`src/rtl/wdt_keyed.sv`:
```
module wdt_keyed #(
  parameter int ADDR_W = 2,
  parameter int CNT_W = 8,
  parameter logic [7:0] FEED_KEY = 8'h55,
  parameter logic [3:0] SEL_RST = 4'd4
) (
  input  logic              clk,
  input  logic              rst_n,
  input  logic              tick,
  input  logic              cfg_off,
  input  logic              unlock,
  input  logic [ADDR_W-1:0] addr,
  input  logic [7:0]        wdata,
  input  logic              wr_en,
  output logic [7:0]        rdata,
  output logic              rst_req
);
  localparam int PRE_W = 15;
  localparam logic [ADDR_W-1:0] A_CTL = '0;
  localparam logic [ADDR_W-1:0] A_KEY = ADDR_W'(1);

  logic             flag_q, en_q;
  logic [3:0]       sel_q;
  logic [PRE_W-1:0] pre_q, mask;
  logic [CNT_W-1:0] cnt_q;
  logic             active, ptick, wrap, ctl_wr, feed;

  assign active = en_q & ~cfg_off;
  assign mask   = ~({PRE_W{1'b1}} << sel_q);
  assign ptick  = active & tick & (pre_q >= mask);
  assign wrap   = ptick & (&cnt_q);
  assign ctl_wr = wr_en & unlock & (addr == A_CTL);
  assign feed   = wr_en & (addr == A_KEY) & (wdata == FEED_KEY);

  always_ff @(posedge clk or negedge rst_n) begin
    if (!rst_n) begin
      en_q  <= 1'b0;
      sel_q <= SEL_RST;
    end else if (ctl_wr) begin
      en_q  <= wdata[6];
      sel_q <= wdata[3:0];
    end
  end

  always_ff @(posedge clk or negedge rst_n) begin
    if (!rst_n)                  flag_q <= 1'b0;
    else if (wrap)               flag_q <= 1'b1;
    else if (ctl_wr && !wdata[7]) flag_q <= 1'b0;
  end

  always_ff @(posedge clk or negedge rst_n) begin
    if (!rst_n) begin
      pre_q <= '0;
      cnt_q <= '0;
    end else if (!active || feed) begin
      pre_q <= '0;
      cnt_q <= '0;
    end else if (tick) begin
      if (ptick) begin
        pre_q <= '0;
        cnt_q <= cnt_q + 1'b1;
      end else begin
        pre_q <= pre_q + 1'b1;
      end
    end
  end

  always_ff @(posedge clk or negedge rst_n) begin
    if (!rst_n) rst_req <= 1'b0;
    else        rst_req <= wrap;
  end

  assign rdata = (addr == A_CTL) ? {flag_q, en_q, 2'b00, sel_q} : 8'h00;
endmodule


```
`config.mk`:
```
export PLATFORM = sky130hd
export DESIGN_NAME = wdt_keyed
export DESIGN_NICKNAME = d
export VERILOG_FILES = /design/src/rtl/wdt_keyed.sv
export SDC_FILE = /design/constraint.sdc
export NUM_CORES = 1
export LEC_CHECK = 0
export BUFFER_PORTS_ARGS = -buffer_cell sky130_fd_sc_hd__buf_2
export CAP_MARGIN = 30
export CORE_MARGIN = 2
export CORE_UTILIZATION = 50
export DETAILED_ROUTE_END_ITERATION = 12
export PLACE_DENSITY = 0.77
export SYNTH_ARGS = -nofsm -noshare
export SYNTH_HDL_FRONTEND = slang
export SYNTH_SLANG_ARGS = --single-unit
```
`constraint.sdc`:
```
create_clock -name clk -period 3.2 [get_ports clk]
set_input_delay 0.16 -clock clk [delete_from_list [all_inputs] [get_ports clk]]
set_output_delay 0.16 -clock clk [all_outputs]
set_load 0.005 [all_outputs]
```
# == Yosys cells after proc, flatten, opt, wreduce, memory -nomap -nowiden ==
# Index checks and enable logic that the tools add are counted.
# word_totals
word_cells,41
regBits,30
# classes
mux,9
reduce_logical,10
eq_ne,2
n_shift,1
magnitude_cmp,1
addsub,2
n_bitwise,10
# ops
cell,n
$mux W15,3
$mux W8,4
$add A15 B1 Y15 const B,1
$ge A15 B15 Y1,1
$not A15 Y15,1
$shl A15 B4 Y15 const A,1
$add A8 B1 Y8 const B,1
$and A1 B1 Y1,8
$eq A8 B7 Y1 const B,1
$reduce_and A8 Y1,1
$reduce_bool A2 Y1,3
$eq A2 B1 Y1 const B,1
$logic_not A1 Y1,2
$logic_not A2 Y1,1
$mux W1,2
$reduce_and A2 Y1,1
$logic_and A1 B1 Y1,1
$logic_or A1 B1 Y1,1
$not A1 Y1,1

# == Depth between registers and ports, before layout ==
# Gate-level depths: netlist of run 1.
# logic_depth
ltp_word,7
ltp_mapped,11
depth_no_buf,10

# == Worst setup path before layout of run 1 ==
# Ideal clock, no wire load.
# synth_path
path_type,reg-to-reg
start,reg sel_q[2]
end,reg cnt_q[2]
t_required_ps,3122
path_slack_ps,527
setup_ps,78
period_less_slack_ps,2673
stages_incl_launch_ff,10
n_path_buf,2
arrival_ps,2595
path_cell_list,dfstp_2 > clkbuf_1 > nand4_1 > ha_1 > nand4_1 > or4_4 > o21a_4 > buf_6 > or3_1 > a21oi_1
# synth_via
elab_chain_len,6
# synth_rtl
element,line,text
"start, declared",23,logic [3:0] sel_q;
"start signal, assigned",41,sel_q <= wdata[3:0];
$shl A15 B4 Y15,29,assign mask = ~({PRE_W{1'b1}} << sel_q);
$not A15 Y15,29,
$ge A15 B15 Y1,30,assign ptick = active & tick & (pre_q >= mask);
$and A1 B1 Y1,30,
$reduce_bool A2 Y1 (no source line),-,
$reduce_and A2 Y1 (no source line),-,
"end signal, assigned",61,cnt_q <= cnt_q + 1'b1;
"end, declared",25,logic [CNT_W-1:0] cnt_q;
# No other way between the ends.
# A chain may end at the register's enable or synchronous reset.

# == Final worst setup path of run 1 ==
# layout_path
start,reg sel_q[2]
end,reg flag_q
# layout_via
elab_chain_len,6
# layout_rtl
element,line,text
$shl A15 B4 Y15 *,29,
$not A15 Y15 *,29,
$ge A15 B15 Y1 *,30,
$and A1 B1 Y1 *,30,
$and A1 B1 Y1 *,31,assign wrap = ptick & (&cnt_q);
$mux W1 / $reduce_bool A2 Y1 (equally long branches),-,
"end signal, assigned",46,if (!rst_n) flag_q <= 1'b0;
"end signal, assigned",47,else if (wrap) flag_q <= 1'b1;
"end signal, assigned",48,else if (ctl_wr && !wdata[7]) flag_q <= 1'b0;
"end, declared",22,"logic flag_q, en_q;"
# Every way passes the cells marked *; elsewhere a longest branch is shown, timed or not.

==> run metrics, run 1 <==
outcome=finished clean; relative slew slack=a little under three fifths; NumNets Final=approximately 280; Setup crit end kind=register; Post-synth ARST share=between 90% and 100%; Bufs on Longest Clock Path=2; Crit Path Category=reg2reg; Core ar.=between 3000 and 4000 µm²; Final Hold Violating Endpoints=0; GRT overflow=0; post-placement cell count=between 200 and 300; site row count=22; commonest non-fill, non-tap cell in the layout=dfrtp_1; Static Leak=slightly below 1 nW; Syn. warnings=0; CP Data Arrival Time=3030 ps; gr usage total=about a fifth; antenna violations before repair=0; reg-to-reg setup timing slack=roughly 370 ps; worst slack at placement=between 300 and 400 ps; Cell Count, Final, Fillers Out=approximately 290; worst vdd ir=approximately 0.00026 V; Final WS setup=between 300 and 400 ps; crit path cell chain=nand2_1 -> or2_2 -> ha_1 -> nand4_1 -> or4_4 -> o21ai_0 -> nand2_1 -> o21ai_0; Layout Skew=between 7 and 8 ps; initial DRC count=roughly 140; Hold WC Path Type=in2reg; largest area contributor in the netlist=dfrtp_1; Pre-antenna DRT Iters=7; PwrDens=413.3 nW/µm²; largest net degree at the start of global routing=31; Yosys top cell area share=between 30% and 40%; die width=66.68 µm; Post-Syn Instances=around 220; H-tree levels=2; FF-to-FF Start=sel_q[2]; routed vias=around 1600; Post-Syn Area per Cell=between 8 and 9 µm²; max incr delay on CP=650 ps; Via density=about 5.5; commonest non-fill, non-tap cells in the layout=dfrtp_1, buf_2, nor2_1; Slew @ Worst Pin=669.9 ps; vias in the first global route=around 1400; post-DR wirelength/cell=roughly 14 µm; delay-heaviest family, CP=simple AND/OR/NAND/NOR gates; CTS buffer count=5; reg2reg end=flag_q; Max Freq=about 350 MHz; Hold EP=sel_q[3]; sequential fraction of the synthesis area=about two fifths; Post-synth EDFFs=0; Chip Height=66.68 µm; GP Congestion=slightly below 0.8; final instance area=2198 µm²; synthesized area=~2000 µm²; Worst Path Required=roughly 3400 ps; #FFs+latches synth=30; I/O pins=25; synth unique cells=40; CP max-delay cell=dfstp_2; Hold Crit Start=wdata[3]; min Tclk post-route=2828 ps; crit path max fanout=14; port buffer count=22; Starting Density=52.86%; TritonCTS clock tree=built; cell area after placement=2097 µm²; Area growth syn-to-layout=11.91%; Max Slew Vio Count=0; Synth Flop Type=dfrtp_1; total negative slack=0 ps; dominant cells by area after synthesis=dfrtp_1, ha_1, a21oi_1, nor2_1, nand3_1; die area=around 4400 µm²; final WL=roughly 4 mm; ratio of cells with drive above 1 in the final layout=between 10% and 20%; final worst path period share=between 80% and 90%; Post-DP HPWL=around 3.0 mm; RSZ-0062 raised after global routing=false; Root Driver=clkbuf_8; r2r worst-path depth=8; Worst-path clk slew=60 ps; Detail Route Antenna Nets=0; postcts setup bufs=0; clk_lat worst skew=~280 ps; endpoints failing setup=0; first-pass GRT wire length=6.775 mm; Hold Path Cell Cnt=3; CP startpoint kind=register; CTS sink cnt=30; Residual DRC=0; buffers plus inverters on the worst setup path=0; ant diodes=0; Max Cap Viol=0
## repair_timing
| action | CTS | global route |
|---|---|---|
| hold buffers | 1 | 0 |
| resized for setup | 0 | 0 |
| endpoints found under the hold margin | 29 | 0 |
## metrics by stage
stage | hold WS [ps] | total power (W) | util, %
floorplan | -135.6 | 0.0005490 | -
global placement | 238.5 | 0.0005987 | 56.43
detailed placement | 246.2 | 0.0006046 | 56.43
CTS | 88.29 | 0.0009226 | 59.16
global route | 127.7 | 0.0009683 | 59.16
finish | 91.55 | 0.0009086 | 59.16
## worst register-to-register path: stages, from the launching register on
cell	delay, ps
dfstp_2	650
nand2_1	110
or2_2	300
ha_1	290
nand4_1	120
or4_4	520
o21ai_0	470
nand2_1	130
o21ai_0	160
## report_power, final
| part | internal (W) | total, W | switching (W) |
|---|---|---|---|
| Clock | 0.000173 | 0.000311 | 0.000138 |
| Sequential | 0.000397 | 0.000432 | 0.0000346 |
| Combinational | 0.0000738 | 0.000166 | 0.0000918 |
## flip-flops by register name, summed over array words and instances, names as in the netlist
signal,flops
pre_q,15
flag_q,1
rst_req,1
sel_q,4
cnt_q,8
en_q,1
## routing by layer
layer / global-route usage (%) / wire length, µm / vias up
met5: 0 / 0 / -
met4: 8.418 / 71 / 0
met3: 4.054 / 93 / 7
met2: 31.50 / 1922 / 17
met1: 28.48 / 1929 / 757
li1: - / - / 834
## how the worst max path moves through the flow
stage,from,end,cells after the start
floorplan,sel_q[2],cnt_q[2],9
global placement,sel_q[2],flag_q,8
detailed placement,sel_q[2],flag_q,8
CTS,sel_q[2],flag_q,8
global route,sel_q[2],flag_q,8
finish,sel_q[2],flag_q,8
## cell usage after synthesis (2+ instances only)
| cell | instances |
|---|---|
| nor2_1 | 21 |
| nor3_1 | 5 |
| nand3_1 | 15 |
| xnor2_1 | 6 |
| nor2b_1 | 2 |
| and2_1 | 6 |
| nand4_1 | 6 |
| or3_1 | 8 |
| nand2_1 | 17 |
| o211ai_1 | 2 |
| nand2b_1 | 4 |
| ha_1 | 17 |
| a21o_1 | 3 |
| dfrtp_1 | 29 |
| clkbuf_1 | 8 |
| xor2_1 | 5 |
| o21ai_0 | 15 |
| buf_4 | 2 |
| and3_1 | 5 |
| a211oi_1 | 2 |
| inv_1 | 5 |
| a21oi_1 | 17 |
| mux2_2 | 4 |
## logic make-up after synthesis
group	synth area share [%]
xor+xnor	4.904
buf+inv	3.822
other cells	0.1909
mux	2.293
fa+ha+maj	10.83
simple gates	25.29
compound gates	14.39
flops	38.28
## area by class of cell
type | count | area, µm²
Sequential cell | 30 | 752.0
Fill cell | 344 | 1518
Inverter | 5 | 18.77
Multi-Input combinational cell | 176 | 1141
Timing Repair Buffer | 25 | 135.1
Clock buffer | 7 | 86.33
Tap cell | 48 | 60.06
Clock inverter | 1 | 5.005
No activity file was read; power rests on OpenSTA's default activity.
==> run 2: changes to the inputs <==
--- a/config.mk
+++ b/config.mk
@@ -11,6 +11,7 @@
 export CORE_UTILIZATION = 50
 export DETAILED_ROUTE_END_ITERATION = 12
 export PLACE_DENSITY = 0.77
+export RECOVER_POWER = 25
 export SYNTH_ARGS = -nofsm -noshare
 export SYNTH_HDL_FRONTEND = slang
 export SYNTH_SLANG_ARGS = --single-unit
==> run metrics, run 2 (same netlist as run 1, synthesis figures left out) <==
Final Power=0.0009086 W (about the same); RSZ-0062 raised after global routing=false; Resized Gates After CTS=0 (unchanged); Worst-path clk slew=60 ps (about the same); Setup crit end kind=register; Via density=5.538 (+0.12%); Final WS setup=371.5 ps (-0.5320 ps); crit path cell chain=nand2_1 -> or2_2 -> ha_1 -> nand4_1 -> or4_4 -> o21ai_0 -> nand2_1 -> o21ai_0; final WL=4.023 mm (+0.20%); Max Slew Vio Count=31 (+31); die area=4446 µm² (unchanged); Max Cap Viol=1 (+1); antenna violations before repair=0 (unchanged); Chip Height=66.68 µm (unchanged); clk_lat worst skew=280 ps (about the same); Reg with most FFs=pre_q; Worst Path Required=3400 ps (about the same); CP Data Arrival Time=3030 ps (about the same); initial DRC count=136 (unchanged); failing checks=max-capacitance violations, max-slew violations; Slew @ Worst Pin=1611 ps (+940.8 ps); vias in the first global route=1435 (unchanged); Max Freq=353.5 MHz (about the same); P_int=0.0006436 W (about the same); Post-DP HPWL=3.000 mm (unchanged); Pre-antenna DRT Iters=7 (unchanged); relative slew slack=-7.380% (-63 points); I/O pins=25 (unchanged); outcome=complete, but fails checks; Largest register FFs=15 (unchanged); GRT overflow=0 (unchanged); Static Leak=0.9674 nW (-0.74%); PwrDens=413.8 nW/µm² (+0.11%); worst slack at placement=374.7 ps (unchanged); clock power share=34.3% (about the same); TritonCTS clock tree=built; site row count=22 (unchanged); sequential share of power=47.5% (about the same); CP startpoint kind=register; commonest non-fill, non-tap cells in the layout=dfrtp_1, nor2_1, buf_2; gr usage total=20.61% (unchanged); routed vias=1617 (+0.12%); Logic pwr share=18.2% (about the same); die width=66.68 µm (unchanged); post-DR wirelength/cell=13.78 µm (+0.20%); CP max-delay cell=dfstp_2; Hold-fix buffers, CTS=1 (unchanged); Layout Skew=7.053 ps (+0.00003000 ps); first-pass GRT wire length=6.775 mm (unchanged); NumNets Final=276 (unchanged); largest net degree at the start of global routing=31 (unchanged); Crit Path Category=reg2reg; Final Hold Violating Endpoints=0 (unchanged); max incr delay on CP=650 ps (about the same); CTS sink cnt=30 (unchanged); crit path max fanout=14 (unchanged); Core ar.=3716 µm² (unchanged); min Tclk post-route=2828 ps (+0.5320 ps); FILL cells=346 (+0.58%); ratio of cells with drive above 1 in the final layout=15.57% (-0.82 points); CTS buffer count=5 (unchanged); GP Congestion=0.7770 (unchanged); port buffer count=22 (unchanged); ant diodes=0 (unchanged); total negative slack=0 ps (unchanged); Root Driver=clkbuf_8; Detail Route Antenna Nets=0 (unchanged); Starting Density=52.86% (unchanged); Bufs on Longest Clock Path=2 (unchanged); Area growth syn-to-layout=11.78%; Hold WC Path Type=in2reg; Residual DRC=0 (unchanged); worst vdd ir=0.0002605 V (about the same); Cell Count, Final, Fillers Out=292 (unchanged); post-placement cell count=283 (unchanged); switch share=29.17% (about the same); postcts setup bufs=0 (unchanged); endpoints failing setup=0 (unchanged); commonest non-fill, non-tap cell in the layout=dfrtp_1; final worst path period share=88.39% (about the same); switching pwr=0.0002650 W (about the same); H-tree levels=2 (unchanged); biggest regs=pre_q x15, cnt_q x8, sel_q x4
[run 2: changes by cell type in the layout (fill, tap and decap cells not counted), sizes merged]
cell,previous run,this run
buf,24,22
clkbuf,7,9
[run 2: per-stage QoR]
step	instance area (µm²)	hold slack [ps]	util [%]
CTS	2198	88.29	59.16
detailed placement	2097	246.2	56.43
floorplan	1968	-135.6	-
global route	2196	127.7	59.09
finish	2196	91.70	59.09
global placement	2097	238.5	56.43
[run 2: worst paths after layout]
kind                               start        end  slack, ps  cells after the start
worst max register to register  sel_q[2]     flag_q        370                      8
worst min-delay path            wdata[3]   sel_q[3]         90                      3
worst max-delay path            sel_q[2]     flag_q        370                      8
max in group asynchronous          rst_n  pre_q[13]       1440                      2
min in group asynchronous          rst_n  pre_q[10]        820                      2
worst min register to register    flag_q     flag_q        510                      2
[run 2: layer usage]
layer,part of all wire [%],track usage (%)
met1,48,28.48
met2,48,31.50
met3,2.3,4.054
met4,1.8,8.418
met5,0,0
[run 2: cell type report]
type	instances	area, µm²	area share, %
clock buffer	7	86.33	3.932
clock inverter	1	5.005	0.2279
inverter	5	18.77	0.8547
multi-input combinational	176	1141	51.97
sequential	30	752.0	34.24
tap	48	60.06	2.735
timing repair buffer	25	132.6	6.040
[run 2: power groups by stage]
stage | combinational [W] | sequential [W] | clock [W]
final | 0.000166 | 0.000432 | 0.000311
after global routing | 0.000190 | 0.000437 | 0.000341
after CTS | 0.000169 | 0.000432 | 0.000322
after detailed placement | 0.000166 | 0.000438 | 0
after global placement | 0.000162 | 0.000437 | 0
after floorplan | 0.000132 | 0.000417 | 0
[run 2: critical path: cells and delay by family (launching register included)]
kind,cells,cell delay [ps]
simple gates,5,1170
flops,1,650
compound gates,2,630
fa+ha+maj,1,290
==> run 3: changes to the inputs <==
==> constraint.sdc (replaced) <==
create_clock -name clk -period 3.48 [get_ports clk]
set_input_delay 0.174 -clock clk [delete_from_list [all_inputs] [get_ports clk]]
set_output_delay 0.174 -clock clk [all_outputs]
set_load 0.005 [all_outputs]
==> run metrics, run 3 (same netlist as run 1, synthesis figures left out) <==
Pre-antenna DRT Iters=4 (-3); ratio of cells with drive above 1 in the final layout=15.57% (unchanged); GRT overflow=0 (unchanged); CP Data Arrival Time=3050 ps (+20 ps); endpoints failing setup=0 (unchanged); biggest regs=pre_q x15, cnt_q x8, sel_q x4; r2r worst-path depth=8 (unchanged); Final Power=0.0008394 W (-7.6%); Hold EP=sel_q[3]; TritonCTS clock tree=built; Static Leak=0.9674 nW (unchanged); min Tclk post-route=2849 ps (+20.48 ps); Detail Route Antenna Nets=0 (unchanged); Largest register FFs=15 (unchanged); die area=4446 µm² (unchanged); largest net degree at the start of global routing=31 (unchanged); WL met2=1.982 mm (+3.1%); FF-to-FF Start=sel_q[2]; die width=66.68 µm (unchanged); outcome=complete, but fails checks; vias in the first global route=1456 (+1.5%); ant diodes=0 (unchanged); Detail Route met3 WL=176 µm (+87%); worst vdd ir=0.0002517 V (-3.4%); RSZ-0062 raised after global routing=false; Hold Crit Start=wdata[3]; Chip Height=66.68 µm (unchanged); gr usage total=21.35% (+0.75 points); first-pass GRT wire length=7.072 mm (+4.4%); total negative slack=0 ps (unchanged); Layout Skew=8.954 ps (+1.901 ps); final worst path period share=81.87% (-6.5 points); Worst Path Required=3690 ps (+290 ps); initial DRC count=151 (+11%); relative slew slack=-7.446% (-0.065 points); routed vias=1638 (+1.3%); port buffer count=22 (unchanged); Hold WC Path Type=in2reg; post-placement cell count=283 (unchanged); Bufs on Longest Clock Path=2 (unchanged); reg-to-reg setup timing slack=630 ps (+260 ps); site row count=22 (unchanged); FILL cells=338 (-2.3%); H-tree levels=2 (unchanged); Starting Density=52.86% (unchanged); Resized Gates After CTS=0 (unchanged); I/O pins=25 (unchanged); final WL=4.150 mm (+3.2%); Reg with most FFs=pre_q; Cell Count, Final, Fillers Out=292 (unchanged); CTS sink cnt=30 (unchanged); Core ar.=3716 µm² (unchanged); Crit Path Category=reg2reg; Setup crit end kind=register; CTS buffer count=5 (unchanged); Final WS setup=631.0 ps (+259.5 ps); Highest Signal Layer=met4; GP Congestion=0.7769 (about the same); Hold Path Cell Cnt=3 (unchanged); NumNets Final=276 (unchanged); clk_lat worst skew=280 ps (about the same); Root Driver=clkbuf_8; commonest non-fill, non-tap cell in the layout=dfrtp_1; CP startpoint kind=register; Max Freq=351.0 MHz (-0.72%); reg2reg end=flag_q; antenna violations before repair=0 (unchanged); Residual DRC=0 (unchanged); Final Hold Violating Endpoints=0 (unchanged); PwrDens=382.3 nW/µm² (-7.6%); crit path max fanout=14 (unchanged); Slew @ Worst Pin=1612 ps (+0.9783 ps); post-DR wirelength/cell=14.21 µm (+3.2%); failing checks=max-capacitance violations, max-slew violations; worst slack at placement=647.6 ps (+272.9 ps); Max Slew Vio Count=31 (unchanged); Via density=5.610 (+1.3%); wl on met1=1.937 mm (+0.16%); Max Cap Viol=1 (unchanged); Post-DP HPWL=3.008 mm (+0.27%); Area growth syn-to-layout=11.78% (unchanged); commonest non-fill, non-tap cells in the layout=dfrtp_1, nor2_1, buf_2; Worst-path clk slew=60 ps (about the same)
-- run 3: cell counts in the layout (fill, tap and decap cells not counted) --
Identical to the previous run, type by type.
-- run 3: final cells by class --
class                           count  area (µm²)  share of cell area [%]
Timing Repair Buffer               25       132.6                   6.040
Inverter                            5       18.77                  0.8547
Multi-Input combinational cell    176        1141                   51.97
Clock buffer                        7       86.33                   3.932
Tap cell                           48       60.06                   2.735
Sequential cell                    30       752.0                   34.24
Clock inverter                      1       5.005                  0.2279
-- run 3: how the worst max path moves through the flow --
stage	start	endpoint	slack [ps]	cells past startpoint
after floorplan	sel_q[2]	cnt_q[2]	810	9
after global routing	sel_q[2]	flag_q	400	8
after CTS	sel_q[2]	flag_q	630	8
after global placement	sel_q[2]	flag_q	710	8
final	sel_q[2]	flag_q	630	8
after detailed placement	sel_q[2]	flag_q	650	8
-- run 3: metrics by stage --
stage	util, %	hold slack (ps)	instance area, µm²
2_1_floorplan	-	-121.6	1968
3_3_place_gp	56.43	252.4	2097
3_5_place_dp	56.43	263.7	2097
4_1_cts	59.16	125.5	2198
5_1_grt	59.09	145.1	2196
6_report	59.09	127.1	2196
-- run 3: routing by layer --
layer,up-vias,global-route usage [%]
li1,833,-
met1,771,29.73
met2,27,32.38
met3,7,4.899
met4,0,7.653
met5,-,0
-- run 3: critical path: stages, from the launching register on --
cell	delay, ps
dfstp_2	650
nand2_1	100
or2_2	300
ha_1	290
nand4_1	120
or4_4	520
o21ai_0	500
nand2_1	130
o21ai_0	160
-- run 3: power breakdown --
group | internal, W | total [W] | switching [W] | leakage (nW)
Clock | 0.000159 | 0.000289 | 0.000130 | 0.0482
Sequential | 0.000365 | 0.000397 | 0.0000319 | 0.408
Combinational | 0.0000679 | 0.000154 | 0.0000858 | 0.511
-- run 3: repair_timing --
item,in CTS,in global routing
hold buffers,1,0
setup endpoints to repair,0,0
setup buffers,0,0
hold endpoints to repair,29,0
